===== config.mk =====
export PLATFORM = sky130hd
export DESIGN_NAME = fpw_ctrl
export DESIGN_NICKNAME = d
export VERILOG_FILES = /design/src/rtl/fpw_pkg.sv /design/src/rtl/fpw_regs.sv /design/src/rtl/fpw_gather.sv /design/src/rtl/fpw_seq.sv /design/src/rtl/fpw_ctrl.sv
export SDC_FILE = /design/constraint.sdc
export NUM_CORES = 1
export LEC_CHECK = 0
export ABC_AREA = 0
export BUFFER_PORTS_ARGS = -buffer_cell sky130_fd_sc_hd__buf_2
export CORE_AREA = 2 2 156 158
export DETAILED_ROUTE_END_ITERATION = 10
export DIE_AREA = 0 0 158 160
export PLACE_DENSITY = 0.81
export RECOVER_POWER = 50
export SLEW_MARGIN = 20
export SYNTH_ARGS = -nofsm -noshare
export SYNTH_HDL_FRONTEND = slang
export SYNTH_SLANG_ARGS = --single-unit

===== constraint.sdc =====
create_clock -name clk -period 6 [get_ports clk]
set_clock_uncertainty 0.05 [all_clocks]
set_input_delay 0.9 -clock clk [delete_from_list [all_inputs] [get_ports clk]]
set_output_delay 0.9 -clock clk [all_outputs]
set_load 0.02 [all_outputs]

===== src/rtl/fpw_pkg.sv =====
package fpw_pkg;

  typedef enum logic [1:0] {
    BW_BYTE = 2'd0,
    BW_HALF = 2'd1,
    BW_WORD = 2'd2,
    BW_RSVD = 2'd3
  } bw_size_e;

  typedef enum logic [1:0] {
    SQ_IDLE  = 2'd0,
    SQ_CHECK = 2'd1,
    SQ_PROG  = 2'd2
  } sq_state_e;

  localparam int BEAT_W = 32;
  localparam int UNIT_W = 64;

  // control / status bit positions
  localparam int CT_PG   = 0;
  localparam int CT_WIDE = 1;
  localparam int CT_EIE  = 2;
  localparam int CT_XIE  = 3;
  localparam int CT_LOCK = 7;
  localparam int ST_BUSY = 0;
  localparam int ST_END  = 1;
  localparam int ST_PERR = 2;
  localparam int ST_AERR = 3;

  function automatic logic [3:0] beat_bytes(input logic [1:0] sz);
    return (sz == BW_HALF) ? 4'd2 : 4'd4;
  endfunction

  function automatic logic [2:0] beats_needed(input logic wide, input logic [1:0] sz);
    if (wide) return (sz == BW_HALF) ? 3'd4 : 3'd2;
    return (sz == BW_HALF) ? 3'd2 : 3'd1;
  endfunction

  function automatic logic unit_aligned(input logic [2:0] lsb, input logic wide);
    return wide ? (lsb == 3'd0) : (lsb[1:0] == 2'd0);
  endfunction

  function automatic logic unit_blank(input logic [UNIT_W-1:0] d, input logic wide);
    return wide ? (&d) : (&d[31:0]);
  endfunction

  function automatic logic [UNIT_W-1:0] place_beat(input logic [UNIT_W-1:0] acc,
                                                   input logic [BEAT_W-1:0] beat,
                                                   input logic [2:0] off,
                                                   input logic [1:0] sz);
    logic [UNIT_W-1:0] r;
    r = acc;
    if (sz == BW_HALF) r[{off, 3'b000} +: 16] = beat[15:0];
    else               r[{off[2], 5'b00000} +: 32] = beat;
    return r;
  endfunction

endpackage


===== src/rtl/fpw_regs.sv =====
module fpw_regs
  import fpw_pkg::*;
(
  input  logic       clk,
  input  logic       rst_n,
  input  logic       unlock,
  input  logic       reg_we,
  input  logic       reg_sel,
  input  logic [7:0] reg_wdata,
  input  logic       busy,
  input  logic       end_evt,
  input  logic       perr_evt,
  input  logic       aerr_evt,
  output logic [7:0] reg_rdata,
  output logic       pg_en,
  output logic       wide,
  output logic       irq_end,
  output logic       irq_err
);

  logic lock_q, pg_q, wide_q, eie_q, xie_q;
  logic end_q, perr_q, aerr_q;
  logic ctl_wr, st_wr;
  wire  unused_wdata = &{1'b0, reg_wdata[6:4]};

  assign ctl_wr = reg_we && !reg_sel && !lock_q;
  assign st_wr  = reg_we && reg_sel;

  always_ff @(posedge clk or negedge rst_n) begin
    if (!rst_n) begin
      lock_q <= 1'b1;
      pg_q   <= 1'b0;
      wide_q <= 1'b0;
      eie_q  <= 1'b0;
      xie_q  <= 1'b0;
    end else begin
      if (unlock)                              lock_q <= 1'b0;
      else if (ctl_wr && reg_wdata[CT_LOCK])   lock_q <= 1'b1;
      if (ctl_wr) begin
        pg_q   <= reg_wdata[CT_PG];
        wide_q <= reg_wdata[CT_WIDE];
        eie_q  <= reg_wdata[CT_EIE];
        xie_q  <= reg_wdata[CT_XIE];
      end
    end
  end

  always_ff @(posedge clk or negedge rst_n) begin
    if (!rst_n) begin
      end_q  <= 1'b0;
      perr_q <= 1'b0;
      aerr_q <= 1'b0;
    end else begin
      end_q  <= end_evt  | (end_q  & ~(st_wr & reg_wdata[ST_END]));
      perr_q <= perr_evt | (perr_q & ~(st_wr & reg_wdata[ST_PERR]));
      aerr_q <= aerr_evt | (aerr_q & ~(st_wr & reg_wdata[ST_AERR]));
    end
  end

  assign reg_rdata = reg_sel ? {4'b0000, aerr_q, perr_q, end_q, busy}
                             : {lock_q, 3'b000, xie_q, eie_q, wide_q, pg_q};
  assign pg_en   = pg_q;
  assign wide    = wide_q;
  assign irq_end = end_q & eie_q;
  assign irq_err = (perr_q | aerr_q) & xie_q;

  a_r12_lock_freezes: assert property (@(posedge clk) disable iff (!rst_n)
    (lock_q && !unlock) |=> $stable({pg_q, wide_q, eie_q, xie_q}));
  a_r9_end_sets: assert property (@(posedge clk) disable iff (!rst_n)
    end_evt |=> end_q);
  a_r13_w1c_end: assert property (@(posedge clk) disable iff (!rst_n)
    (st_wr && reg_wdata[ST_END] && !end_evt) |=> !end_q);

endmodule


===== src/rtl/fpw_gather.sv =====
module fpw_gather
  import fpw_pkg::*;
#(
  parameter int AW = 32
) (
  input  logic              clk,
  input  logic              rst_n,
  input  logic              accept,
  input  logic [AW-1:0]     bw_addr,
  input  logic [1:0]        bw_size,
  input  logic [BEAT_W-1:0] bw_data,
  input  logic              wide,
  output logic              unit_done,
  output logic              align_err,
  output logic [AW-1:0]     unit_addr,
  output logic [UNIT_W-1:0] unit_data
);

  logic [2:0]        cnt_q;
  logic [AW-1:0]     base_q;
  logic [1:0]        psz_q;
  logic [UNIT_W-1:0] acc_q;

  logic              first, bad, last;
  logic [AW-1:0]     exp_addr;
  logic [2:0]        off;
  logic [UNIT_W-1:0] merged;

  always_comb begin
    first    = (cnt_q == 3'd0);
    exp_addr = base_q + AW'(cnt_q) * AW'(beat_bytes(psz_q));
    bad      = !(bw_size == BW_HALF || bw_size == BW_WORD)
             || (!first && (bw_size != psz_q))
             || (first && !unit_aligned(bw_addr[2:0], wide))
             || (!first && (bw_addr != exp_addr));
    off      = first ? 3'd0 : 3'(bw_addr - base_q);
    merged   = place_beat(first ? '0 : acc_q, bw_data, off, bw_size);
    last     = ((cnt_q + 3'd1) == beats_needed(wide, bw_size));
  end

  assign align_err = accept && bad;
  assign unit_done = accept && !bad && last;
  assign unit_addr = first ? bw_addr : base_q;
  assign unit_data = merged;

  always_ff @(posedge clk or negedge rst_n) begin
    if (!rst_n) begin
      cnt_q  <= 3'd0;
      base_q <= '0;
      psz_q  <= BW_WORD;
      acc_q  <= '0;
    end else if (accept) begin
      if (bad || last) begin
        cnt_q <= 3'd0;
      end else begin
        cnt_q <= cnt_q + 3'd1;
        acc_q <= merged;
        psz_q <= bw_size;
        if (first) base_q <= bw_addr;
      end
    end
  end

  a_r5_mix_drops: assert property (@(posedge clk) disable iff (!rst_n)
    (accept && cnt_q != 3'd0 && bw_size != psz_q) |=> (cnt_q == 3'd0));
  a_r4_byte_drops: assert property (@(posedge clk) disable iff (!rst_n)
    (accept && bw_size == BW_BYTE) |=> (cnt_q == 3'd0));

endmodule


===== src/rtl/fpw_seq.sv =====
module fpw_seq
  import fpw_pkg::*;
#(
  parameter int AW         = 32,
  parameter int NPAGES     = 16,
  parameter int PAGE_BYTES = 1024
) (
  input  logic              clk,
  input  logic              rst_n,
  input  logic              unit_done,
  input  logic [AW-1:0]     unit_addr,
  input  logic [UNIT_W-1:0] unit_data,
  input  logic              wide,
  input  logic [NPAGES-1:0] wp_mask,
  output logic [AW-1:0]     fa_rd_addr,
  input  logic [UNIT_W-1:0] fa_rd_data,
  output logic              fa_prog,
  output logic [AW-1:0]     fa_addr,
  output logic [UNIT_W-1:0] fa_wdata,
  output logic              fa_wide,
  input  logic              fa_done,
  output logic              busy,
  output logic              end_evt,
  output logic              perr_evt
);

  localparam int PG_LSB = $clog2(PAGE_BYTES);
  localparam int PG_W   = $clog2(NPAGES);

  sq_state_e         st_q;
  logic [AW-1:0]     addr_q;
  logic [UNIT_W-1:0] data_q;
  logic              wide_q;
  logic              prot, blank;

  assign prot  = wp_mask[addr_q[PG_LSB +: PG_W]];
  assign blank = unit_blank(fa_rd_data, wide_q);

  always_ff @(posedge clk or negedge rst_n) begin
    if (!rst_n) begin
      st_q   <= SQ_IDLE;
      addr_q <= '0;
      data_q <= '0;
      wide_q <= 1'b0;
    end else begin
      case (st_q)
        SQ_IDLE: if (unit_done) begin
          st_q   <= SQ_CHECK;
          addr_q <= unit_addr;
          data_q <= unit_data;
          wide_q <= wide;
        end
        SQ_CHECK: st_q <= (prot || !blank) ? SQ_IDLE : SQ_PROG;
        SQ_PROG:  if (fa_done) st_q <= SQ_IDLE;
        default:  st_q <= SQ_IDLE;
      endcase
    end
  end

  assign perr_evt   = (st_q == SQ_CHECK) && !prot && !blank;
  assign end_evt    = (st_q == SQ_PROG) && fa_done;
  assign fa_prog    = (st_q == SQ_PROG);
  assign fa_addr    = addr_q;
  assign fa_rd_addr = addr_q;
  assign fa_wdata   = data_q;
  assign fa_wide    = wide_q;
  assign busy       = (st_q != SQ_IDLE);

  a_r8_target_hold: assert property (@(posedge clk) disable iff (!rst_n)
    (fa_prog && !fa_done) |=> ($stable(fa_addr) && $stable(fa_wdata) && fa_prog));
  a_r2_prog_after_unit: assert property (@(posedge clk) disable iff (!rst_n)
    $rose(fa_prog) |-> $past(unit_done, 2));
  a_r6_prog_only_blank: assert property (@(posedge clk) disable iff (!rst_n)
    $rose(fa_prog) |-> $past(blank));
  a_r7_prog_unprotected: assert property (@(posedge clk) disable iff (!rst_n)
    $rose(fa_prog) |-> $past(!prot));

endmodule


===== src/rtl/fpw_ctrl.sv =====
module fpw_ctrl
  import fpw_pkg::*;
#(
  parameter int         AW         = 32,
  parameter int         NPAGES     = 16,
  parameter int         PAGE_BYTES = 1024,
  parameter logic [7:0] FLASH_TAG  = 8'h08
) (
  input  logic              clk,
  input  logic              rst_n,
  input  logic              unlock_i,
  input  logic              reg_we,
  input  logic              reg_sel,
  input  logic [7:0]        reg_wdata,
  output logic [7:0]        reg_rdata,
  input  logic              bw_valid,
  input  logic [AW-1:0]     bw_addr,
  input  logic [1:0]        bw_size,
  input  logic [BEAT_W-1:0] bw_data,
  input  logic [NPAGES-1:0] wp_mask,
  output logic [AW-1:0]     fa_rd_addr,
  input  logic [UNIT_W-1:0] fa_rd_data,
  output logic              fa_prog,
  output logic [AW-1:0]     fa_addr,
  output logic [UNIT_W-1:0] fa_wdata,
  output logic              fa_wide,
  input  logic              fa_done,
  output logic              irq_end,
  output logic              irq_err
);

  logic              pg_en, wide, busy, accept;
  logic              unit_done, align_err, end_evt, perr_evt;
  logic [AW-1:0]     unit_addr;
  logic [UNIT_W-1:0] unit_data;

  assign accept = bw_valid && pg_en && !busy && (bw_addr[AW-1 -: 8] == FLASH_TAG);

  fpw_regs u_regs (
    .clk(clk), .rst_n(rst_n), .unlock(unlock_i),
    .reg_we(reg_we), .reg_sel(reg_sel), .reg_wdata(reg_wdata),
    .busy(busy), .end_evt(end_evt), .perr_evt(perr_evt), .aerr_evt(align_err),
    .reg_rdata(reg_rdata), .pg_en(pg_en), .wide(wide),
    .irq_end(irq_end), .irq_err(irq_err)
  );

  fpw_gather #(.AW(AW)) u_gather (
    .clk(clk), .rst_n(rst_n), .accept(accept),
    .bw_addr(bw_addr), .bw_size(bw_size), .bw_data(bw_data), .wide(wide),
    .unit_done(unit_done), .align_err(align_err),
    .unit_addr(unit_addr), .unit_data(unit_data)
  );

  fpw_seq #(.AW(AW), .NPAGES(NPAGES), .PAGE_BYTES(PAGE_BYTES)) u_seq (
    .clk(clk), .rst_n(rst_n),
    .unit_done(unit_done), .unit_addr(unit_addr), .unit_data(unit_data), .wide(wide),
    .wp_mask(wp_mask), .fa_rd_addr(fa_rd_addr), .fa_rd_data(fa_rd_data),
    .fa_prog(fa_prog), .fa_addr(fa_addr), .fa_wdata(fa_wdata), .fa_wide(fa_wide),
    .fa_done(fa_done), .busy(busy), .end_evt(end_evt), .perr_evt(perr_evt)
  );

  a_r8_busy_blocks: assert property (@(posedge clk) disable iff (!rst_n)
    busy |-> !(unit_done || align_err));
  a_r11_disabled_ignored: assert property (@(posedge clk) disable iff (!rst_n)
    (bw_valid && !pg_en) |-> !(unit_done || align_err));

endmodule


==> flow_summary.yaml <==
detailed_routing:
  num_vias: 11523
  drtAntennaViolNets: 0
  wl_mm: 36.5
  drt_iter0_drc: 1012
  viasPerCell: 5.95
  routedWlPerCell_um: 18.9
  drc_errors: 0
  firstDrtPassIters: 7
layout:
  regArea_mm2: 0.00521
  nets: 1772
  drive_gt1_share_pct: 27.4
  syn_to_final_growth_pct: 17.5
  multi_input_area_mm2: 0.00677
  n_fill_cell: 2012
  final_cell_count_no_fill: 1936
logic_synthesis:
  synth_sequential_area_ratio_pct: 40.5
  ys_warn_count: 0
  yosys.area.top_type_share_pct: 40.1
  syn-instance-count: 1360
  ys.flop_type: "dfrtp_1"
  yosys-top-cells-count: "nand2_1 (215), dfrtp_1 (206), mux2_2 (120)"
  yosysUniqueCellTypes: 69
  ys_ff_latch: 208
  yosysTopAreaCell: "dfrtp_1"
  synth_edf_count: 0
  syn_area_mm2: 0.0129
  avgSynthCellArea_um2: 9.45
  synthTopCellsByArea: "dfrtp_1 (40%), mux2_2 (11%), nand2_1 (6.3%)"
  yosysMostFrequentCell: "nand2_1"
  async_flop_share_pct: 100
sta:
  period_needed_ns: 5.44
  fin_crit_sh_pct: 90.7
  setup_tns_ns: 0
  max_freq_mhz: 184
  final-hold-violation-count: 0
  setup-violations-final: 0
  slew_violations: 104
  whs_ns: 0.436
  slew_headroom_pct: -77.3
  tightest_slew_ns: 2.66
  rsz0062_at_grt: "no"
  postLayoutSetupSlackWorst_ns: 0.561
power:
  power_frac_clock_pct: 47.0
  p_leak_nw: 7.05
  power.net_switching_w: 0.000800
  internal-power_w: 0.00241
  pwr-share-seq_pct: 44.2
  peakVddDrop_uv: 296
  power_density_mw_per_mm2: 212
  p_total_w: 0.00321
  power_frac_comb_pct: 8.9
  switching_share_pct: 24.9
worst_setup_path:
  cp.arrival_ns: 5.79
  cp-start-kind: "flop"
  cp.required_ns: 6.35
  cp_slowest_cell: "fa_1"
  critPathKind: "flop to flop"
  cp_max_fo: 37
  end_kind: "flop"
  cp_cell_sequence: "nand2b_1, mux2_2, fa_1, inv_1, fa_1, nand2b_1, a211o_1, o41a_1, o21bai_1, a2111o_1, nor4_4, a32o_4, buf_12, mux2_2"
  slowest_delay_ns: 0.55
hold_path:
  hold_class: "flop to flop"
global_routing:
  grt-ovfl-total: 0
  grt_pass1_wl_mm: 58.1
  grt_max_degree: 106
  antenna_found_initial: 2
  grt_use_total_pct: 28.3
  grt_pass1_vias: 11173
clock_tree:
  hold_buffers: 0
  cts.sinks: 208
  cts_tree: "yes"
  cts_buffers: 24
  htreeDepth: 1
  cts_resized: 0
  clock_latency_ns: 0.52
  clock-root-buffer: "clkbuf_16"
  clock_tree.buffer_depth: 3
  path_clk_slew_ns: 0.06
  post-cts-setup-buffers: 0
floorplanning:
  initial_utilization_pct: 54.0
  die_w_um: 158
  core-area_mm2: 0.0238
  die_y_um: 160
  io_pins: 301
  dieArea_mm2: 0.0253
  rows: 57
place:
  dp_hpwl_mm: 25.8
  gp_congestion: 0.933
  dpl.cell_count: 1891
  port_buffers: 294
  dp_slack_ns: 0.596
run:
  maxCapViolCount: 1
status:
  violations: "max-capacitance violations, max-slew violations"
  status: "complete, but fails checks"
[power groups by stage]
stage / Combinational [W] / Clock (W) / Sequential (W)
detailed placement: 0.000280 / 0 / 0.00144
floorplan: 0.000135 / 0 / 0.00144
global route: 0.000312 / 0.00158 / 0.00142
global placement: 0.000275 / 0 / 0.00144
CTS: 0.000282 / 0.00153 / 0.00142
finish: 0.000284 / 0.00151 / 0.00142
[sequential cells by signal (all words and copies together) (netlist names), 2 cells and up]
register	count
u_gather.acc_q	64
u_gather.cnt_q	3
u_seq.fa_wdata	64
u_seq.fa_addr	32
u_gather.psz_q	2
u_seq.st_q	2
u_gather.base_q	32
[path summary, 6_finish.rpt]
path                                               startpoint                             end  slack (ns)  cells past startpoint
max in group asynchronous                               rst_n  u_seq.fa_wdata[49]$_DFFE_PN0P_        3.18                      1
worst min-delay path            u_seq.fa_wdata[8]$_DFFE_PN0P_   u_seq.fa_wdata[8]$_DFFE_PN0P_        0.44                      1
worst min register to register  u_seq.fa_wdata[8]$_DFFE_PN0P_   u_seq.fa_wdata[8]$_DFFE_PN0P_        0.44                      1
worst max-delay path            u_gather.psz_q[1]$_DFFE_PN1P_  u_seq.fa_wdata[55]$_DFFE_PN0P_        0.56                     14
min in group asynchronous                               rst_n   u_seq.fa_addr[16]$_DFFE_PN0P_        1.13                      1
worst max register to register  u_gather.psz_q[1]$_DFFE_PN1P_  u_seq.fa_wdata[55]$_DFFE_PN0P_        0.56                     14
[layout by cell type, fill, tap and decap left out, drive strengths merged, types with 7 or more instances in the layout]
master,n
nand2,216
nor2,57
a21oi,84
buf,256
xor2,15
nor4,10
a221oi,8
a221o,16
a22oi,8
nor3,12
o2bb2ai,10
ha,14
nand4,34
o21ai,31
nand3,43
mux2i,51
inv,72
mux2,139
and2,14
xnor2,30
o221ai,23
a31oi,38
dfrtp,206
clkbuf,97
o32ai,8
nand2b,9
or3,9
nor2b,8
o22ai,7
[stage by stage]
stage          cell area, um2  util, %
3_3_place_gp            14400     60.4
2_1_floorplan           12900        -
6_report                15100     63.4
5_1_grt                 15100     63.4
3_5_place_dp            14400     60.4
4_1_cts                 15200     63.8
[logic make-up (layout without fill, tap and decap cells)]
family                   after synthesis  after routing  synth area share, %
AND/OR/NAND/NOR                      442            442                 16.3
XOR/XNOR                              45             45                 3.07
buffers and inverters                188            435                 7.28
other                                  1              6               0.0292
AO/OA/AOI/OAI                        263            263                 13.8
adder cells (fa/ha/maj)               18             18                 1.99
flip-flops                           208            208                 40.5
multiplexers                         195            195                 17.0
[cell type report]
| type | count | share of cell area [%] |
|---|---|---|
| Antenna cell | 1 | 0.0166 |
| Multi-Input combinational cell | 968 | 44.9 |
| Timing Repair Buffer | 320 | 10.8 |
| Tap cell | 324 | 2.68 |
| Inverter | 71 | 1.76 |
| Clock inverter | 11 | 0.820 |
| Sequential cell | 208 | 34.5 |
| Clock buffer | 33 | 4.54 |
[metal layers]
layer  part of all wire [%]  track usage, %  vias up
met3                    8.5            4.75      115
met2                     47            45.6      566
met1                     41            38.6     5510
li1                       -               -     5330
met4                    3.7            10.4        2
met5                  0.036               0        -
[worst max-delay path: cells and delay by family, from the launching register on]
kind	cells	cell delay (ns)
AO/OA/AOI/OAI	5	1.88
flip-flops	1	0.54
buffers and inverters	2	0.35
adder cells (fa/ha/maj)	2	1.02
AND/OR/NAND/NOR	3	0.68
multiplexers	2	0.74
Note: power is estimated with default switching activity, not from simulation.
